$ cat config.mk
export PLATFORM = sky130hd
export DESIGN_NAME = bridge_fault_supervisor
export DESIGN_NICKNAME = d
export VERILOG_FILES = /design/src/rtl/bfs_pkg.sv /design/src/rtl/bfs_control.sv /design/src/rtl/bfs_datapath.sv /design/src/rtl/bridge_fault_supervisor.sv
export SDC_FILE = /design/constraint.sdc
export NUM_CORES = 1
export LEC_CHECK = 0
export ABC_CLOCK_PERIOD_IN_PS = 2830
export BUFFER_PORTS_ARGS = -buffer_cell sky130_fd_sc_hd__buf_2
export CAP_MARGIN = 20
export CELL_PAD_IN_SITES_DETAIL_PLACEMENT = 1
export CELL_PAD_IN_SITES_GLOBAL_PLACEMENT = 1
export CORE_ASPECT_RATIO = 0.75
export CORE_MARGIN = 1.5
export CORE_UTILIZATION = 39
export DETAILED_ROUTE_END_ITERATION = 12
export PLACE_DENSITY = 0.9
export SLEW_MARGIN = 40
export SYNTH_ARGS = -nofsm -noshare
export SYNTH_HDL_FRONTEND = slang
export SYNTH_SLANG_ARGS = --single-unit
$ cat constraint.sdc
create_clock -name clk -period 2.83 [get_ports clk]
set_input_delay 0.1415 -clock clk [delete_from_list [all_inputs] [get_ports clk]]
set_output_delay 0.1415 -clock clk [all_outputs]
set_load 0.02 [all_outputs]
$ cat src/rtl/bfs_pkg.sv
package bfs_pkg;
  typedef enum logic [1:0] {
    ST_OFF  = 2'd0,
    ST_RUN  = 2'd1,
    ST_STOP = 2'd2
  } pwrState_t;

  typedef struct packed {
    logic drive;   // latched-fault and sequence qualified drive
    logic shaper;  // noise shaper may run
    logic ocHit;   // overcurrent seen this cycle
    logic otHit;   // over-temperature seen this cycle
  } ctlCmd_t;
endpackage

$ cat src/rtl/bfs_control.sv
module bfs_control
  import bfs_pkg::*;
#(
  parameter int NUM_BRIDGES = 4,
  parameter int CLEAN_W     = 8,
  parameter int STOP_LEN    = 8
) (
  input  logic                   clk,
  input  logic                   rstN,
  input  logic                   pdnN,
  input  logic [NUM_BRIDGES-1:0] ocFlag,
  input  logic                   otTrip,
  input  logic                   otCool,
  input  logic [CLEAN_W-1:0]     cleanCount,
  output ctlCmd_t                cmd
);
  localparam int STOP_W = (STOP_LEN > 2) ? $clog2(STOP_LEN) : 1;
  localparam logic [STOP_W-1:0] STOP_LAST = STOP_W'(STOP_LEN - 1);

  pwrState_t          state;
  logic [STOP_W-1:0]  stopCnt;
  logic               ocLatch;
  logic [CLEAN_W-1:0] cleanCnt;
  logic               otLatch;
  logic               anyOc;

  assign anyOc = |ocFlag;

  // Power-down stop sequence
  always_ff @(posedge clk or negedge rstN) begin
    if (!rstN) begin
      state   <= ST_OFF;
      stopCnt <= '0;
    end else begin
      case (state)
        ST_OFF:  if (pdnN) state <= ST_RUN;
        ST_RUN:  if (!pdnN) begin
                   state   <= ST_STOP;
                   stopCnt <= '0;
                 end
        ST_STOP: if (stopCnt == STOP_LAST) state <= ST_OFF;
                 else stopCnt <= stopCnt + STOP_W'(1);
        default: state <= ST_OFF;
      endcase
    end
  end

  // Overcurrent latch with clean-cycle qualification
  always_ff @(posedge clk or negedge rstN) begin
    if (!rstN) begin
      ocLatch  <= 1'b0;
      cleanCnt <= '0;
    end else if (anyOc) begin
      ocLatch  <= 1'b1;
      cleanCnt <= '0;
    end else if (ocLatch) begin
      if (({1'b0, cleanCnt} + (CLEAN_W+1)'(1)) >= {1'b0, cleanCount}) begin
        ocLatch  <= 1'b0;
        cleanCnt <= '0;
      end else begin
        cleanCnt <= cleanCnt + CLEAN_W'(1);
      end
    end
  end

  // Over-temperature hysteresis latch
  always_ff @(posedge clk or negedge rstN) begin
    if (!rstN)       otLatch <= 1'b0;
    else if (otTrip) otLatch <= 1'b1;
    else if (otCool) otLatch <= 1'b0;
  end

  always_comb begin
    cmd.drive  = (state != ST_OFF) && !ocLatch && !otLatch;
    cmd.shaper = (state == ST_RUN);
    cmd.ocHit  = anyOc;
    cmd.otHit  = otTrip;
  end
endmodule

$ cat src/rtl/bfs_datapath.sv
module bfs_datapath
  import bfs_pkg::*;
#(
  parameter int NUM_BRIDGES = 4
) (
  input  logic                   clk,
  input  logic                   rstN,
  input  ctlCmd_t                cmd,
  input  logic [NUM_BRIDGES-1:0] ocFlag,
  input  logic                   pbtlMode,
  input  logic                   uvAnalog,
  input  logic                   uvPwrAB,
  input  logic                   uvPwrCD,
  input  logic                   porBusy,
  input  logic                   statusClr,
  output logic [NUM_BRIDGES-1:0] bridgeEn,
  output logic                   statOc,
  output logic                   statOt,
  output logic                   statUv
);
  localparam int NUM_PAIRS = NUM_BRIDGES / 2;

  logic [NUM_BRIDGES-1:0] pairKill;
  logic                   uvNow;
  logic                   supplyLow;

  assign uvNow     = uvAnalog | uvPwrAB | uvPwrCD;
  assign supplyLow = uvNow | porBusy;

  for (genvar p = 0; p < NUM_PAIRS; p++) begin : g_pair
    logic pairHit;
    assign pairHit           = pbtlMode & (ocFlag[2*p] | ocFlag[2*p+1]);
    assign pairKill[2*p]     = pairHit;
    assign pairKill[2*p+1]   = pairHit;
  end

  assign bridgeEn = {NUM_BRIDGES{cmd.drive & ~supplyLow}} & ~pairKill;

  // Sticky status, set has priority over clear
  always_ff @(posedge clk or negedge rstN) begin
    if (!rstN) begin
      statOc <= 1'b0;
      statOt <= 1'b0;
      statUv <= 1'b0;
    end else begin
      statOc <= cmd.ocHit | (statOc & ~statusClr);
      statOt <= cmd.otHit | (statOt & ~statusClr);
      statUv <= uvNow     | (statUv & ~statusClr);
    end
  end
endmodule

$ cat src/rtl/bridge_fault_supervisor.sv
module bridge_fault_supervisor
  import bfs_pkg::*;
#(
  parameter int NUM_BRIDGES = 4,
  parameter int CLEAN_W     = 8,
  parameter int STOP_LEN    = 8
) (
  input  logic                   clk,
  input  logic                   rstN,
  input  logic                   pdnN,
  input  logic                   pbtlMode,
  input  logic [NUM_BRIDGES-1:0] ocFlag,
  input  logic                   otTrip,
  input  logic                   otCool,
  input  logic                   uvAnalog,
  input  logic                   uvPwrAB,
  input  logic                   uvPwrCD,
  input  logic                   porBusy,
  input  logic [CLEAN_W-1:0]     cleanCount,
  input  logic                   statusClr,
  output logic [NUM_BRIDGES-1:0] bridgeEn,
  output logic                   shaperOn,
  output logic                   statOc,
  output logic                   statOt,
  output logic                   statUv
);
  ctlCmd_t cmd;

  bfs_control #(
    .NUM_BRIDGES(NUM_BRIDGES), .CLEAN_W(CLEAN_W), .STOP_LEN(STOP_LEN)
  ) u_ctl (
    .clk(clk), .rstN(rstN), .pdnN(pdnN), .ocFlag(ocFlag),
    .otTrip(otTrip), .otCool(otCool), .cleanCount(cleanCount), .cmd(cmd)
  );

  bfs_datapath #(.NUM_BRIDGES(NUM_BRIDGES)) u_dp (
    .clk(clk), .rstN(rstN), .cmd(cmd), .ocFlag(ocFlag), .pbtlMode(pbtlMode),
    .uvAnalog(uvAnalog), .uvPwrAB(uvPwrAB), .uvPwrCD(uvPwrCD),
    .porBusy(porBusy), .statusClr(statusClr), .bridgeEn(bridgeEn),
    .statOc(statOc), .statOt(statOt), .statUv(statUv)
  );

  assign shaperOn = cmd.shaper;
endmodule

Word-level counts from Yosys, hierarchy flattened
Index checks and enable logic that the tools add are counted.
- register bits: 18
- latch bits: 0
- RAM bits: 0
- ROM bits: 0
- input port bits: 23
- output and inout bits: 8
- word-level logic and storage cells: 64
- memories kept: 0
- $add $sub $neg: 3
- multiply operators: 0
- div/mod/pow operators: 0
- order comparisons: 1
- eq/ne operators: 7
- shifts and indexed selects: 0
- mux-type cells: 15
- bitwise logic cells: 18
- reduce and logical (&&, ||, !) cells: 12
- operators by type and width (operator ; count):
    2-to-1 mux 8 bit ; 3
    adder 8 x 1 -> 9 bit (second input constant) ; 1
    >= comparator 9 x 8 -> 1 bit ; 1
    adder 8 x 1 -> 8 bit (second input constant) ; 1
    bitwise OR 1 bit ; 8
    nonzero test 2 bit ; 4
    bitwise AND 1 bit ; 6
    2-to-1 mux 2 bit ; 3
    2-to-1 mux 3 bit ; 2
    inequality test 2 bit (second input constant) ; 3
    case mux 2 bit (3 select lines) ; 1
    case mux 3 bit (2 select lines) ; 1
    AND reduction 3 bit ; 2
    2-to-1 mux 1 bit ; 5
    bitwise AND 4 bit ; 1
    NOT 4 bit ; 1
    OR reduction 4 bit ; 1
    adder 3 x 1 -> 3 bit (second input constant) ; 1
    == test 3 bit (second input constant) ; 1
    == test 2 x 1 -> 1 bit (second input constant) ; 1
    == test 2 bit (second input constant) ; 1
    logical AND 1 bit ; 2
    logical NOT 1 bit ; 2
    logical NOT 2 bit ; 1
    other kinds (2) ; 3

Depth between registers and ports, before layout
- word-level depth: 6
- depth in mapped cells: 10
- gate-level depth less buffers: 10

Cells and area by module
From an unflattened synthesis, not the netlist that was laid out.
- cells, all modules: 130
- area total of the unflattened synthesis: 1218.7 µm²
- modules (own cells, without submodules) (module ; times used ; cells each ; area an instance (µm²) ; sequential area each (µm²)):
    bfs_control ; 1 ; 115 ; 1061.0 ; 375.4
    bfs_datapath ; 1 ; 15 ; 157.7 ; 75.1

Least setup slack after synthesis
No wires, ideal clock.
- path type: register to register
- from: reg u_ctl.cleanCnt[0]
- to: reg u_ctl.cleanCnt[0]
- setup time: 78 ps
- arrival time: 2071 ps
- data required time: 2752 ps
- setup slack: 682 ps
- cell stages (with the launch flop): 10
- path buffers: 0
- period minus slack after synthesis: 2148 ps
- path through: dfrtp_1 > ha_1 > nand3_2 > nor2_1 > xor2_1 > ha_1 > a22o_1 > o31ai_4 > o2111ai_4 > o21ai_1
- longest elaborated chain between the ends: 5
- elaborated cells on any way between the ends: 6
- classes of those cells: 2 x add/sub; 1 x order compare; 3 x mux
- ends and longest elaborated chain (element ; RTL line ; text):
    start, declared ; bfs_control.sv:23 ; logic [CLEAN_W-1:0] cleanCnt;
    start signal, assigned ; bfs_control.sv:61 ; cleanCnt <= cleanCnt + CLEAN_W'(1);
    adder 8 x 1 -> 9 bit ; bfs_control.sv:57 ; if (({1'b0, cleanCnt} + (CLEAN_W+1)'(1)) >= {1'b0, cleanCount}) begin
    >= comparator 9 x 8 -> 1 bit ; bfs_control.sv:57 ;
    2-to-1 mux 8 bit * ; bfs_control.sv:57 ;
    2-to-1 mux 8 bit * ; bfs_control.sv:56 ; end else if (ocLatch) begin
    2-to-1 mux 8 bit * ; bfs_control.sv:53 ; end else if (anyOc) begin
Mark *: on every way between the ends. The rest lies on a longest branch, timed or not. The select of a mux whose other input is x is not followed.
A chain may end at the register's enable or synchronous reset.

Worst setup path after layout
- from: reg u_ctl.cleanCnt[0]
- to: reg u_ctl.cleanCnt[6]
The elaborated chain is that of the path after synthesis.

==> results.toml <==
[outcome]
status = "finished clean"

[floorplanning]
core_um2 = 2940
dieWidth_um = 67.0
initial_core_util = 0.408
die_area_um2 = 3410
rows = 17
pin_count = 31
die_h_um = 51.0

[clock_network]
cts_hold_buf = 1
clk_latency_ps = 250
clockRootBuffer = "clkbuf_8"
cts_buffer_depth = 2
cts.sinks = 18
cts_setup_buffers = 0
cts_tree = "yes"
cts_htree_levels = 1
path_clk_slew_ps = 70
cts_resized = 0
numCtsBuffers = 3

[timing]
hold_ws_ps = 93.5
setup_ws_ps = 322
slew_violations = 0
tightest_slew_ps = 666
tns_ps = 0
setup_viol = 0
finalClockSkew_ps = 5.71
max_freq_mhz = 399
post-route-min-period_ps = 2510
grt_setup_unrepaired = "false"
post-route-period-util = 0.886
hold_viol = 0
slew_headroom = 0.555

[detailed_routing]
wl_met2_um = 1520
drc = 0
wirelength_um = 3000
via_per_inst = 5.45
wl_met1_um = 1380
firstDrtPassIters = 4
vias = 1051
wl_met3_um = 88
wire_per_inst_um = 15.5
drtAntennaViolNets = 0
drt_iter0_drc = 32
maxUsedRoutingLayer = "met4"

[placement]
place_ws_ps = 356
io_buffers = 30
dp_hpwl_um = 2480
gp_congestion = 0.696
placed_cells = 188

[yosys]
yosysWarnings = 0
synth_seq_cells = 18
synth.avg_cell_area_um2 = 9.66
ys_seq_area_frac = 0.376
synth_cell_type_count = 34
syn_nets = 158
syn_inst = 124
netlist_area_um2 = 1200

[global_routing]
grt_pass1_vias = 1093
grt_overflow = 0
grt_util_all_layers = 0.205
grt_start_max_net_pins = 19
grt_pass1_wl_um = 5190
antenna_found_initial = 0

[layout]
fin_nets = 190
area_growth_pct = 19.7
final_cell_mix = "30 x buf_2, 18 x dfrtp_1, 11 x inv_1, 11 x nand2_1, 11 x ha_1"
antenna_cells = 0
final_cells = 193
n_fill_cell = 352
drive_gt1_frac = 0.284
final_common_cell = "buf_2"

[worst_setup_path]
crit_path_end_kind = "flip-flop"
rrSetupSlack_ps = 320
worstSetupPathType = "flip-flop to flip-flop"
reg2reg_from = "u_ctl.cleanCnt[0]"
critPathLaunchType = "flip-flop"
cp.required_ps = 3000
regToRegEndpoint = "u_ctl.cleanCnt[6]"
worstPathMaxFanout = 9
rr_worst_depth = 9
cp.arrival_ps = 2680

[min_path]
hold_path_class = "input port to flip-flop"
hold_path_depth = 2
min_from = "otTrip"
holdPathEnd = "u_dp.statOt"

[pwr]
ir_worst_vdd_uv = 383
p_per_area_nw_per_um2 = 504
p_leak_nw = 0.714

[flow_run]
maxCapViolCount = 0
[synthesized netlist by cell type]
master | instances | area share
nor3_1 | 3 | 0.013
a21o_1 | 2 | 0.013
nand3b_1 | 9 | 0.056
xor2_1 | 2 | 0.015
ha_1 | 11 | 0.11
nor2_2 | 1 | 0.0052
a21oi_1 | 3 | 0.013
inv_1 | 11 | 0.034
o21ai_1 | 7 | 0.029
clkbuf_1 | 1 | 0.0031
buf_4 | 3 | 0.019
o2111ai_4 | 1 | 0.022
nand3_2 | 1 | 0.0084
a22o_1 | 1 | 0.0073
nand4_1 | 2 | 0.010
nand3_1 | 1 | 0.0042
o21ai_0 | 8 | 0.033
mux2_2 | 1 | 0.0094
o211ai_1 | 1 | 0.0063
o21ai_2 | 1 | 0.0073
dfrtp_1 | 18 | 0.38
nand2b_1 | 1 | 0.0052
o21a_1 | 1 | 0.0063
and4_1 | 1 | 0.0073
a221oi_1 | 2 | 0.015
xnor2_1 | 3 | 0.022
nand2_1 | 11 | 0.034
xnor2_2 | 1 | 0.014
nor2b_1 | 5 | 0.026
o31ai_4 | 1 | 0.018
nor2_1 | 7 | 0.022
nor3_4 | 1 | 0.014
nand4_2 | 1 | 0.010
or2_4 | 1 | 0.0073
[layer usage]
layer	vias to the layer above	track usage
met5	-	0
met4	0	0.0306
met3	2	0.0463
met2	18	0.355
met1	534	0.267
li1	497	-
[power breakdown]
group	internal, W	total [W]	switching (W)
Clock	0.000124	0.000208	0.0000844
Sequential	0.000292	0.000338	0.0000455
Combinational	0.0000798	0.000177	0.0000970
[area by class of cell]
class,instances,area (µm²),area share
clock buffer,4,55.1,0.0384
inverter,11,41.3,0.0288
multi-input combinational,91,679,0.474
sequential,18,450,0.314
tap,38,47.5,0.0332
timing repair buffer,31,160,0.112
[worst max path at each step]
stage / slack, ps / depth (start not counted) / endpoint / startpoint
3_3_place_gp: 570 / 9 / u_ctl.cleanCnt[1] / u_ctl.cleanCnt[0]
3_5_place_dp: 360 / 9 / u_ctl.cleanCnt[6] / u_ctl.cleanCnt[0]
5_1_grt: 130 / 10 / u_ctl.cleanCnt[6] / u_ctl.cleanCnt[0]
4_1_cts: 300 / 9 / u_ctl.cleanCnt[6] / u_ctl.cleanCnt[0]
6_report: 320 / 9 / u_ctl.cleanCnt[6] / u_ctl.cleanCnt[0]
2_1_floorplan: 680 / 9 / u_ctl.cleanCnt[0] / u_ctl.cleanCnt[0]
[registers in the layout, summed over array words and instances (netlist names)]
signal          flops
u_dp.statOt         1
u_ctl.otLatch       1
u_ctl.ocLatch       1
u_dp.statUv         1
u_ctl.cleanCnt      8
u_dp.statOc         1
u_ctl.state         2
u_ctl.stopCnt       3
[metrics by stage]
stage / utilization / instance area, µm² / power (W)
5_1_grt: 0.488 / 1430 / 0.000764
3_5_place_dp: 0.466 / 1370 / 0.000519
6_report: 0.488 / 1430 / 0.000722
3_3_place_gp: 0.466 / 1370 / 0.000483
4_1_cts: 0.488 / 1430 / 0.000725
2_1_floorplan: - / 1200 / 0.000440
[cell families (layout without fill, tap and decap cells)]
kind of cell,count (synthesis),count (layout),share of synthesized area
flip-flops,18,18,0.376
multiplexers,1,1,0.00940
buffers and inverters,15,46,0.0564
AO/OA/AOI/OAI,28,28,0.169
AND/OR/NAND/NOR,45,45,0.224
XOR/XNOR,6,6,0.0502
adder cells (fa/ha/maj),11,11,0.115
[critical path, cell delays in order (launching register included)]
cell       delay, ps
dfrtp_1          430
ha_1             230
nand3_2          140
nor2_1           170
xor2_1           210
ha_1             290
a22o_1           260
o31ai_4          240
o2111ai_4        250
o21ai_1          220
(Power assumes the default switching activity.)
